<file path="config.mk">
export PLATFORM = sky130hd
export DESIGN_NAME = sgi_dispatch
export DESIGN_NICKNAME = d
export VERILOG_FILES = /design/src/rtl/sgi_disp_pkg.sv /design/src/rtl/sgi_pe_match.sv /design/src/rtl/sgi_scan_ctrl.sv /design/src/rtl/sgi_dispatch.sv
export SDC_FILE = /design/constraint.sdc
export NUM_CORES = 1
export LEC_CHECK = 0
export CAP_MARGIN = 20
export CORE_ASPECT_RATIO = 1.5
export CORE_UTILIZATION = 25
export CTS_BUF_LIST = sky130_fd_sc_hd__clkbuf_8
export CTS_CLUSTER_DIAMETER = 50
export DETAILED_ROUTE_END_ITERATION = 16
export DONT_BUFFER_PORTS = 1
export PLACE_DENSITY = 0.39
export REMOVE_ABC_BUFFERS = 1
export SLEW_MARGIN = 20
export SYNTH_ARGS = -nofsm -noshare
export SYNTH_HDL_FRONTEND = slang
export SYNTH_SLANG_ARGS = --single-unit
</file>
<file path="constraint.sdc">
create_clock -name clk -period 2.55 [get_ports clk]
set_input_delay 0.6375 -clock clk [delete_from_list [all_inputs] [get_ports clk]]
set_output_delay 0.6375 -clock clk [all_outputs]
set_load 0.02 [all_outputs]
</file>
<file path="src/rtl/sgi_disp_pkg.sv">
// Shared field positions and the decoded request type for the SGI dispatcher.
// Assumes the 64-bit request word layout listed in the brief.
package sgi_disp_pkg;

    localparam int LIST_W = 16;
    localparam int ID_W   = 4;
    localparam int BCAST_BIT = 40;

    typedef struct packed {
        logic [ID_W-1:0]   intid;
        logic [LIST_W-1:0] tlist;
        logic [23:0]       aff_hi;   // {level3, level2, level1}
        logic              bcast;
    } sgi_req_t;

    // Pull the request fields out of the raw word.
    function automatic sgi_req_t decode_req(input logic [63:0] w);
        sgi_req_t r;
        r.intid  = w[27:24];
        r.tlist  = w[15:0];
        r.aff_hi = {w[55:48], w[39:32], w[23:16]};
        r.bcast  = w[BCAST_BIT];
        return r;
    endfunction

endpackage

</file>
<file path="src/rtl/sgi_pe_match.sv">
// Target matcher: decides whether the processor at the scan index is a target
// and which target-list bit it consumes. Per-processor logic is generated from
// the affinity table; the table entry layout is {aff3, aff2, aff1, aff0}.
module sgi_pe_match #(
    parameter int NUM_PE = 4,
    parameter logic [NUM_PE*32-1:0] PE_AFF = '0,
    parameter int IDXW = 2
) (
    input  logic [IDXW-1:0] idx_i,
    input  logic [IDXW-1:0] src_i,
    input  logic            bcast_i,
    input  logic [23:0]     aff_hi_i,
    input  logic [15:0]     list_i,
    output logic            hit_o,
    output logic [15:0]     clr_o
);
    logic [NUM_PE-1:0]       hit_vec;
    logic [NUM_PE-1:0][15:0] clr_vec;

    for (genvar k = 0; k < NUM_PE; k++) begin : g_pe
        localparam logic [31:0] ENT   = PE_AFF[32*k +: 32];
        localparam logic [7:0]  AFF0  = ENT[7:0];
        localparam bit          A0_OK = (AFF0 < 8'd16);
        logic lvl_ok;
        logic in_list;
        // Upper affinity levels must match exactly.
        assign lvl_ok  = (aff_hi_i == ENT[31:8]);
        // Level-0 value must address an existing, still-set list bit.
        assign in_list = A0_OK ? list_i[AFF0[3:0]] : 1'b0;
        // Selection rule per routing mode.
        assign hit_vec[k] = bcast_i ? (src_i != IDXW'(k)) : (lvl_ok && in_list);
        // Bit removed from the working list when this processor is taken.
        assign clr_vec[k] = (!bcast_i && A0_OK) ? (16'd1 << AFF0[3:0]) : 16'd0;
    end

    // Select the result for the current scan position.
    always_comb begin
        hit_o = 1'b0;
        clr_o = 16'd0;
        if (int'(idx_i) < NUM_PE) begin
            hit_o = hit_vec[idx_i];
            clr_o = hit_vec[idx_i] ? clr_vec[idx_i] : 16'd0;
        end
    end
endmodule

</file>
<file path="src/rtl/sgi_scan_ctrl.sv">
// Scan controller: accepts a request when idle, walks processors one per
// clock, drives registered strobes, done and kick. Assumes the matcher is
// combinational on the current index and working list.
module sgi_scan_ctrl
    import sgi_disp_pkg::*;
#(
    parameter int NUM_PE = 4,
    parameter int IDXW = 2
) (
    input  logic              clk,
    input  logic              rst_n,
    input  logic              req_valid_i,
    input  sgi_req_t          req_i,
    input  logic [IDXW-1:0]   req_src_i,
    input  logic              hit_i,
    input  logic [15:0]       clr_i,
    output logic [IDXW-1:0]   idx_o,
    output logic [IDXW-1:0]   src_o,
    output logic              bcast_o,
    output logic [23:0]       aff_hi_o,
    output logic [15:0]       list_o,
    output logic              busy_o,
    output logic [NUM_PE-1:0] pend_set_o,
    output logic [ID_W-1:0]   pend_id_o,
    output logic              done_o,
    output logic              kick_o
);
    logic              busy_q, any_q, done_q, kick_q, bcast_q;
    logic [IDXW-1:0]   idx_q, src_q;
    logic [15:0]       list_q, list_nxt;
    logic [23:0]       aff_q;
    logic [ID_W-1:0]   id_q;
    logic [NUM_PE-1:0] strobe_q;
    logic              last, zero_req, accept;

    // Next working list and end-of-scan detection.
    always_comb begin
        list_nxt = list_q & ~clr_i;
        last     = (idx_q == IDXW'(NUM_PE - 1)) || (!bcast_q && list_nxt == 16'd0);
        accept   = req_valid_i && !busy_q;
        zero_req = !req_i.bcast && (req_i.tlist == 16'd0);
    end

    // Request capture and one-processor-per-clock scan.
    always_ff @(posedge clk) begin
        if (!rst_n) begin
            busy_q   <= 1'b0;
            any_q    <= 1'b0;
            done_q   <= 1'b0;
            kick_q   <= 1'b0;
            bcast_q  <= 1'b0;
            idx_q    <= '0;
            src_q    <= '0;
            list_q   <= '0;
            aff_q    <= '0;
            id_q     <= '0;
            strobe_q <= '0;
        end else begin
            strobe_q <= '0;
            done_q   <= 1'b0;
            kick_q   <= 1'b0;
            if (!busy_q) begin
                if (req_valid_i) begin
                    id_q    <= req_i.intid;
                    aff_q   <= req_i.aff_hi;
                    bcast_q <= req_i.bcast;
                    list_q  <= req_i.tlist;
                    src_q   <= req_src_i;
                    idx_q   <= '0;
                    any_q   <= 1'b0;
                    if (zero_req) done_q <= 1'b1;
                    else          busy_q <= 1'b1;
                end
            end else begin
                strobe_q <= hit_i ? (NUM_PE'(1) << idx_q) : '0;
                list_q   <= list_nxt;
                any_q    <= any_q | hit_i;
                if (last) begin
                    busy_q <= 1'b0;
                    done_q <= 1'b1;
                    kick_q <= any_q | hit_i;
                end else begin
                    idx_q <= idx_q + 1'b1;
                end
            end
        end
    end

    assign idx_o      = idx_q;
    assign src_o      = src_q;
    assign bcast_o    = bcast_q;
    assign aff_hi_o   = aff_q;
    assign list_o     = list_q;
    assign busy_o     = busy_q;
    assign pend_set_o = strobe_q;
    assign pend_id_o  = id_q;
    assign done_o     = done_q;
    assign kick_o     = kick_q;

    AST_STROBE_ONEHOT: assert property (@(posedge clk) disable iff (!rst_n)
        $onehot0(strobe_q));
    AST_STROBE_FROM_SCAN: assert property (@(posedge clk) disable iff (!rst_n)
        busy_q && hit_i |=> (strobe_q != '0));
    AST_KICK_WITH_DONE: assert property (@(posedge clk) disable iff (!rst_n)
        kick_q |-> done_q);
    AST_IDLE_ACCEPT: assert property (@(posedge clk) disable iff (!rst_n)
        accept && !zero_req |=> busy_q && idx_q == '0);
    AST_ID_HELD: assert property (@(posedge clk) disable iff (!rst_n)
        busy_q |=> $stable(id_q));
    AST_BCAST_SKIPS_SRC: assert property (@(posedge clk) disable iff (!rst_n)
        busy_q && bcast_q && idx_q == src_q |-> !hit_i);
    AST_LIST_SHRINKS: assert property (@(posedge clk) disable iff (!rst_n)
        busy_q |=> ((list_q & ~$past(list_q)) == 16'd0));
    AST_ZERO_LIST: assert property (@(posedge clk) disable iff (!rst_n)
        accept && zero_req |=> done_q && !kick_q && !busy_q);
endmodule

</file>
<file path="src/rtl/sgi_dispatch.sv">
// Top of the SGI dispatcher: decodes the request word, matches targets from
// the affinity table and scans processors one per clock. Table entry k sits
// at PE_AFF[32k +: 32] as {aff3, aff2, aff1, aff0}.
module sgi_dispatch
    import sgi_disp_pkg::*;
#(
    parameter int NUM_PE = 4,
    parameter logic [NUM_PE*32-1:0] PE_AFF = {32'h0000_0103, 32'h0000_0100,
                                              32'h0000_0001, 32'h0000_0000},
    localparam int IDXW = (NUM_PE > 1) ? $clog2(NUM_PE) : 1
) (
    input  logic              clk,
    input  logic              rst_n,
    input  logic              req_valid_i,
    input  logic [63:0]       req_word_i,
    input  logic [IDXW-1:0]   req_src_i,
    output logic              busy_o,
    output logic [NUM_PE-1:0] pend_set_o,
    output logic [3:0]        pend_id_o,
    output logic              done_o,
    output logic              kick_o
);
    sgi_req_t        req;
    logic [IDXW-1:0] idx, src;
    logic            bcast, hit;
    logic [23:0]     aff_hi;
    logic [15:0]     list, clr;

    // Field extraction from the raw request word.
    always_comb req = decode_req(req_word_i);

    sgi_pe_match #(.NUM_PE(NUM_PE), .PE_AFF(PE_AFF), .IDXW(IDXW)) match_i (
        .idx_i(idx), .src_i(src), .bcast_i(bcast), .aff_hi_i(aff_hi),
        .list_i(list), .hit_o(hit), .clr_o(clr)
    );

    sgi_scan_ctrl #(.NUM_PE(NUM_PE), .IDXW(IDXW)) ctrl_i (
        .clk(clk), .rst_n(rst_n), .req_valid_i(req_valid_i), .req_i(req),
        .req_src_i(req_src_i), .hit_i(hit), .clr_i(clr), .idx_o(idx),
        .src_o(src), .bcast_o(bcast), .aff_hi_o(aff_hi), .list_o(list),
        .busy_o(busy_o), .pend_set_o(pend_set_o), .pend_id_o(pend_id_o),
        .done_o(done_o), .kick_o(kick_o)
    );

    AST_NO_IDLE_STROBE: assert property (@(posedge clk) disable iff (!rst_n)
        !busy_o && !$past(busy_o) |-> pend_set_o == '0);
endmodule

</file>
* Yosys cells after proc, flatten, opt, wreduce, memory -nomap -nowiden *
Cells that the tools add are included.

storage, ports and cells
  flip-flop bits (word level) = 57
  input bits = 69
  output and inout port bits = 11
  word-level logic and storage cells = 69

cells by class
  add/sub/neg operators = 1
  $lt $le $gt $ge = 1
  equal/unequal tests = 6
  shift-type cells = 1
  mux-type cells = 27
  bitwise gates (word level) = 4
  reductions and logical operators = 18

operators with widths
  cell                   count
  $mux W16               4
  $bmux W16 S2           1
  $logic_not A16 Y1      2
  $eq A24 B1 Y1 const B  1
  $logic_not A24 Y1      1
  $and A16 B16 Y16       1
  $mux W1                16
  $not A16 Y16           1
  $mux W2                4
  $logic_and A1 B1 Y1    6
  $ne A2 B2 Y1 const B   3
  $reduce_and A3 Y1      2
  $mux W4                1
  $reduce_and A2 Y1      2
  $reduce_bool A2 Y1     2
  $shl A1 B2 Y4 const A  1
  $lt A2 B3 Y1 const B   1
  $add A2 B1 Y2 const B  1
  $bmux W1 S2            1
  $eq A2 B2 Y1 const B   1
  $logic_not A1 Y1       2
  $ne A2 B1 Y1 const B   1
  $logic_or A1 B1 Y1     1
  $not A1 Y1             1
  $or A1 B1 Y1           1

* Longest topological paths before layout *
  word-level depth = 13
  mapped depth = 7
  gate-level depth less buffers = 6

* Modules after synthesis *
A second synthesis with hierarchy kept.

second synthesis, totals
  cell total of the unflattened synthesis = 346
  area total of the unflattened synthesis = 2,737.6 µm²

by module, submodules not included
  module         times used  cells each  area an instance (µm²)
  sgi_scan_ctrl  1           290         2,373.5
  sgi_pe_match   1           56          364.1

* Worst setup path before layout *
OpenSTA, ideal clock, no wires.

  path kind = register to register
  start point = register ctrl_i.list_q[5], in the netlist ctrl_i.list_o[5]
  end point = register ctrl_i.idx_q[1], in the netlist ctrl_i.idx_o[1]
  arrival time = 1.793 ns
  path slack = 0.686 ns
  stages on the path, launching flop included = 6
  period minus slack after synthesis = 1.864 ns
  cells stage by stage = dfxtp_1 or4_4 nor4_4 a21oi_1 or4_1 a21oi_1

between the ends
  cells in the longest elaborated chain, start to end = 6

ends and longest elaborated chain
  element                      line                 text
  start, declared              sgi_scan_ctrl.sv:30  logic [15:0] list_q, list_nxt;
  start signal, assigned       sgi_scan_ctrl.sv:67  list_q <= req_i.tlist;
  start signal, assigned       sgi_scan_ctrl.sv:76  list_q <= list_nxt;
  $and A16 B16 Y16             sgi_scan_ctrl.sv:38  list_nxt = list_q & ~clr_i;
  $logic_not A16 Y1            sgi_scan_ctrl.sv:39  last = (idx_q == IDXW'(NUM_PE - 1)) || (!bcast_q && list_nxt == 16'd0);
  $logic_and A1 B1 Y1          sgi_scan_ctrl.sv:39
  $logic_or A1 B1 Y1           sgi_scan_ctrl.sv:39
  $ne A2 B2 Y1 (no line)       -
  $reduce_and A2 Y1 (no line)  -
  end signal, assigned         sgi_scan_ctrl.sv:83  idx_q <= idx_q + 1'b1;
  end, declared                sgi_scan_ctrl.sv:29  logic [IDXW-1:0] idx_q, src_q;

Every way passes these cells.
A chain may end at the register's enable or synchronous reset.

* Worst setup path in the final report *
  start point = register ctrl_i.aff_q[14], in the netlist ctrl_i.aff_hi_o[14]
  end point = register ctrl_i.idx_q[0], in the netlist ctrl_i.idx_o[0]

between the ends
  cells in the longest elaborated chain, start to end = 13
  elaborated cells between the ends (all ways) = 20

ends and longest elaborated chain
  element                                             line                 text
  start, declared                                     sgi_scan_ctrl.sv:31  logic [23:0] aff_q;
  start signal, assigned                              sgi_scan_ctrl.sv:65  aff_q <= req_i.aff_hi;
  $eq A24 B1 Y1 or $logic_not A24 Y1 (tied branches)  sgi_pe_match.sv:27   assign lvl_ok = (aff_hi_i == ENT[31:8]);
  $logic_and A1 B1 Y1                                 sgi_pe_match.sv:31   assign hit_vec[k] = bcast_i ? (src_i != IDXW'(k)) : (lvl_ok && in_list);
  $mux W1                                             sgi_pe_match.sv:31
  $bmux W1 S2 *                                       sgi_pe_match.sv:42   clr_o = hit_vec[idx_i] ? clr_vec[idx_i] : 16'd0;
  $mux W1 (not written as such) *                     sgi_pe_match.sv:42
  $mux W16 *                                          sgi_pe_match.sv:42
  $not A16 Y16 *                                      sgi_scan_ctrl.sv:38
  $and A16 B16 Y16 *                                  sgi_scan_ctrl.sv:38
  $logic_not A16 Y1 *                                 sgi_scan_ctrl.sv:39
  $logic_and A1 B1 Y1 *                               sgi_scan_ctrl.sv:39
  $logic_or A1 B1 Y1 *                                sgi_scan_ctrl.sv:39
  $ne A2 B2 Y1 (no line) *                            -
  $reduce_and A2 Y1 (no line) *                       -

Every way passes the cells marked *; elsewhere a longest branch is shown, timed or not. The select of a mux whose other input is x is not followed.

==> key figures <==
Run status
  • Status: finished clean

Synth
  • Mapped Area: 0.00240 mm2
  • EDFF count, synth: 0
  • Post-synth cell types: 41
  • Ys flop type: dfxtp_1
  • Top-area cell type share of the netlist area: 47.5%
  • Total number of yosys warnings: 0
  • Cell taking the most area after synthesis: dfxtp_1
  • Top cells by area, synth: dfxtp_1, nand2_1, a21oi_1
  • Asr flop ratio synth: 0%
  • Sequential fraction of the synthesis area: 47.5%
  • Syn Inst Count: 298
  • #FFs+latches synth: 57
  • Syn_area_per_cell: 8.07 um2

CTS
  • Clock root buffer: clkbuf_8
  • Clk sinks: 57
  • Clock tree buffer depth: 2
  • Post-CTS Repair Setup Buffers: 0
  • TritonCTS clock tree: built
  • TritonCTS buffer count: 9
  • CTS H-tree depth: 3
  • Clock transition at path regs: 0.07 ns
  • Cts hold-fix bufs: 0
  • Post_cts resized: 0
  • Clk_lat worst skew: 0.34 ns

Power
  • Leak: 1.01 nW
  • Worst VDD drop: 315 uV
  • Total power: 2.35 mW
  • PD cells: 842 mW/mm2

GRT
  • Most crowded layer after global routing: met2
  • Global-route wire length before repair: 10.5 mm
  • GR Util met2: 24.7%
  • Grt ovf: 0
  • Overall Global Routing Usage: 14.5%
  • Largest net degree at the start of global routing: 50
  • Initial antenna violation count: 0
  • Vias in the first global route: 2,140
  • Met3 usage: 4.87%
  • Met1 Use GR: 15.5%

STA
  • Fmax: 0.480 GHz
  • Post-layout min period: 2.08 ns
  • Worst-margin pin slew: 0.567 ns
  • Max-slew violations: 0
  • RSZ-0062 raised after global routing: false
  • Clock skew: 0.00503 ns
  • WHS: 0.421 ns
  • Tcrit/Tclk final: 81.7%
  • Slew margin rel.: 62.1%
  • Final WS setup: 0.467 ns
  • Final setup viols: 0
  • Final Hold Vio Count: 0

Routing
  • Vias after detailed routing: 2,038
  • Total Routed Length: 6.37 mm
  • DR pass1 iterations: 6
  • DR DRC count: 0
  • Via density: 4.92
  • WL/cell: 15.4 um
  • Detail Route Antenna Nets: 0
  • Drt initial violations: 83

Die
  • Die Span Y: 122 um
  • Starting Density: 25.8%
  • Die area: 0.0100 mm2
  • Placement row count: 43
  • Core ar.: 0.00931 mm2
  • I/O pins: 80
  • Die Wd: 82.1 um

Worst setup path
  • Slowest-stage cell, CP: or3_2
  • WP data arrival: 2.31 ns
  • CP endpoint kind: register
  • Critical path type: register to register
  • Worst Setup Start Kind: register
  • Crit path buf inv count: 0
  • Worst-path cell chain: nor4_2, nand4_2, o31ai_2, a21oi_1, or3_2, o311a_1
  • Largest delay contributor family on the critical path: simple AND/OR/NAND/NOR gates
  • Reg2reg path depth: 6
  • Worst-path maximum fanout: 4
  • Critical path depth: 6
  • WP data required: 2.78 ns
  • Max incr delay on CP: 0.47 ns

Place
  • IO Port Bufs: 0
  • GP Congestion: 0.759
  • Setup WS pre-CTS: 0.396 ns
  • DP HPWL: 4.49 mm

Job
  • Max-cap viol count: 0

Cells and area
  • # fillers: 1,017
  • Nets: 367
  • Share of cells above drive strength 1: 11.9%
  • Ant. Diodes: 0
  • Layout Area Growth over Synthesis: 15.9%

Min path
  • Hold Path Cell Cnt: 2
  • Worst hold path type: input pin to register
==> cells in the mapped netlist (2+ instances only) <==
master,instances
a21oi_1,51
a311oi_1,2
a31oi_1,2
buf_2,2
clkbuf_1,14
dfxtp_1,57
inv_1,4
nand2_1,98
nand2b_1,4
nand3_1,4
nand3b_1,2
nor2_1,8
nor3_1,2
nor4_1,11
nor4_2,2
nor4_4,4
o21ai_0,5
or4_1,2
xnor2_1,2
==> final timing paths <==
path | start | end | slack [ns]
setup / recovery | ctrl_i.aff_hi_o[14] | ctrl_i.idx_o[0] | 0.47
hold / removal | req_word_i[18] | ctrl_i.aff_hi_o[2] | 0.42
setup reg to reg | ctrl_i.aff_hi_o[14] | ctrl_i.idx_o[0] | 0.47
hold reg to reg | ctrl_i.list_o[15] | ctrl_i.list_o[15] | 0.46
==> area by class of cell <==
class                   instances  area [um2]  area share (%)
repair buffers                  6        70.1            2.51
inverters                       5        18.8           0.673
clock inverters                 6         105            3.77
flip-flops and latches         57        1140            40.9
clock buffers                  10         138            4.94
multi-input cells             218        1170            42.1
well taps                     112         140            5.03
==> cells in the final DEF, fill, tap and decap left out, drive strengths merged <==
cell / Yosys / final
ha: 1 / 1
a211o: 1 / 1
nor4: 17 / 17
a21oi: 51 / 51
a31o: 1 / 1
o21a: 1 / 1
or3: 1 / 1
nand3: 4 / 4
a21boi: 1 / 1
bufinv: 0 / 3
nand2b: 4 / 4
buf: 4 / 6
xnor2: 2 / 2
o31a: 1 / 1
nor2: 8 / 8
nand4: 2 / 2
o211a: 1 / 1
or4: 3 / 3
nand3b: 2 / 2
a311oi: 2 / 2
clkbuf: 14 / 10
nor3: 2 / 2
inv: 5 / 5
nor2b: 1 / 1
dfxtp: 57 / 57
clkinv: 0 / 3
o32ai: 1 / 1
nor3b: 1 / 1
o21ai: 5 / 5
o31ai: 1 / 1
a21o: 1 / 1
a31oi: 2 / 2
a32o: 1 / 1
nand2: 99 / 99
o311a: 1 / 1
==> report_power, final <==
group | internal, mW | switching, mW | leakage (nW)
Combinational | 0.124 | 0.178 | 0.413
Sequential | 0.949 | 0.0598 | 0.467
Clock | 0.670 | 0.367 | 0.126
Total | 1.74 | 0.605 | 1.01
==> state kept, by name, indices dropped and copies added, names as in the netlist <==
name	flops
ctrl_i.kick_o	1
ctrl_i.aff_hi_o	24
ctrl_i.list_o	16
ctrl_i.pend_set_o	4
ctrl_i.busy_o	1
ctrl_i.pend_id_o	4
ctrl_i.src_o	2
ctrl_i.any_q	1
ctrl_i.idx_o	2
ctrl_i.bcast_o	1
ctrl_i.done_o	1
==> layer usage <==
metal / wire length (um) / up-vias
met5: 0 / -
met4: 157 / 0
met3: 362 / 11
met2: 3280 / 36
met1: 2570 / 969
li1: - / 1022
==> stage by stage <==
step           cells  util [%]  setup TNS [ns]  cell area [um2]
2_1_floorplan    280         -          -0.132             2330
3_3_place_gp     398      27.3               0             2540
3_5_place_dp     398      27.3               0             2540
4_1_cts          414      30.0               0             2790
5_1_grt          414      30.0               0             2790
6_report         414      30.0               0             2790
==> kinds of logic after synthesis <==
| kind of cell | count (synthesis) | share of synthesized area, % |
|---|---|---|
| fa+ha+maj | 1 | 0.520 |
| buf+inv | 23 | 4.01 |
| flops | 57 | 47.5 |
| xor+xnor | 2 | 0.729 |
| simple gates | 144 | 29.9 |
| compound gates | 71 | 17.4 |
Power figures use the tool's default switching activity.
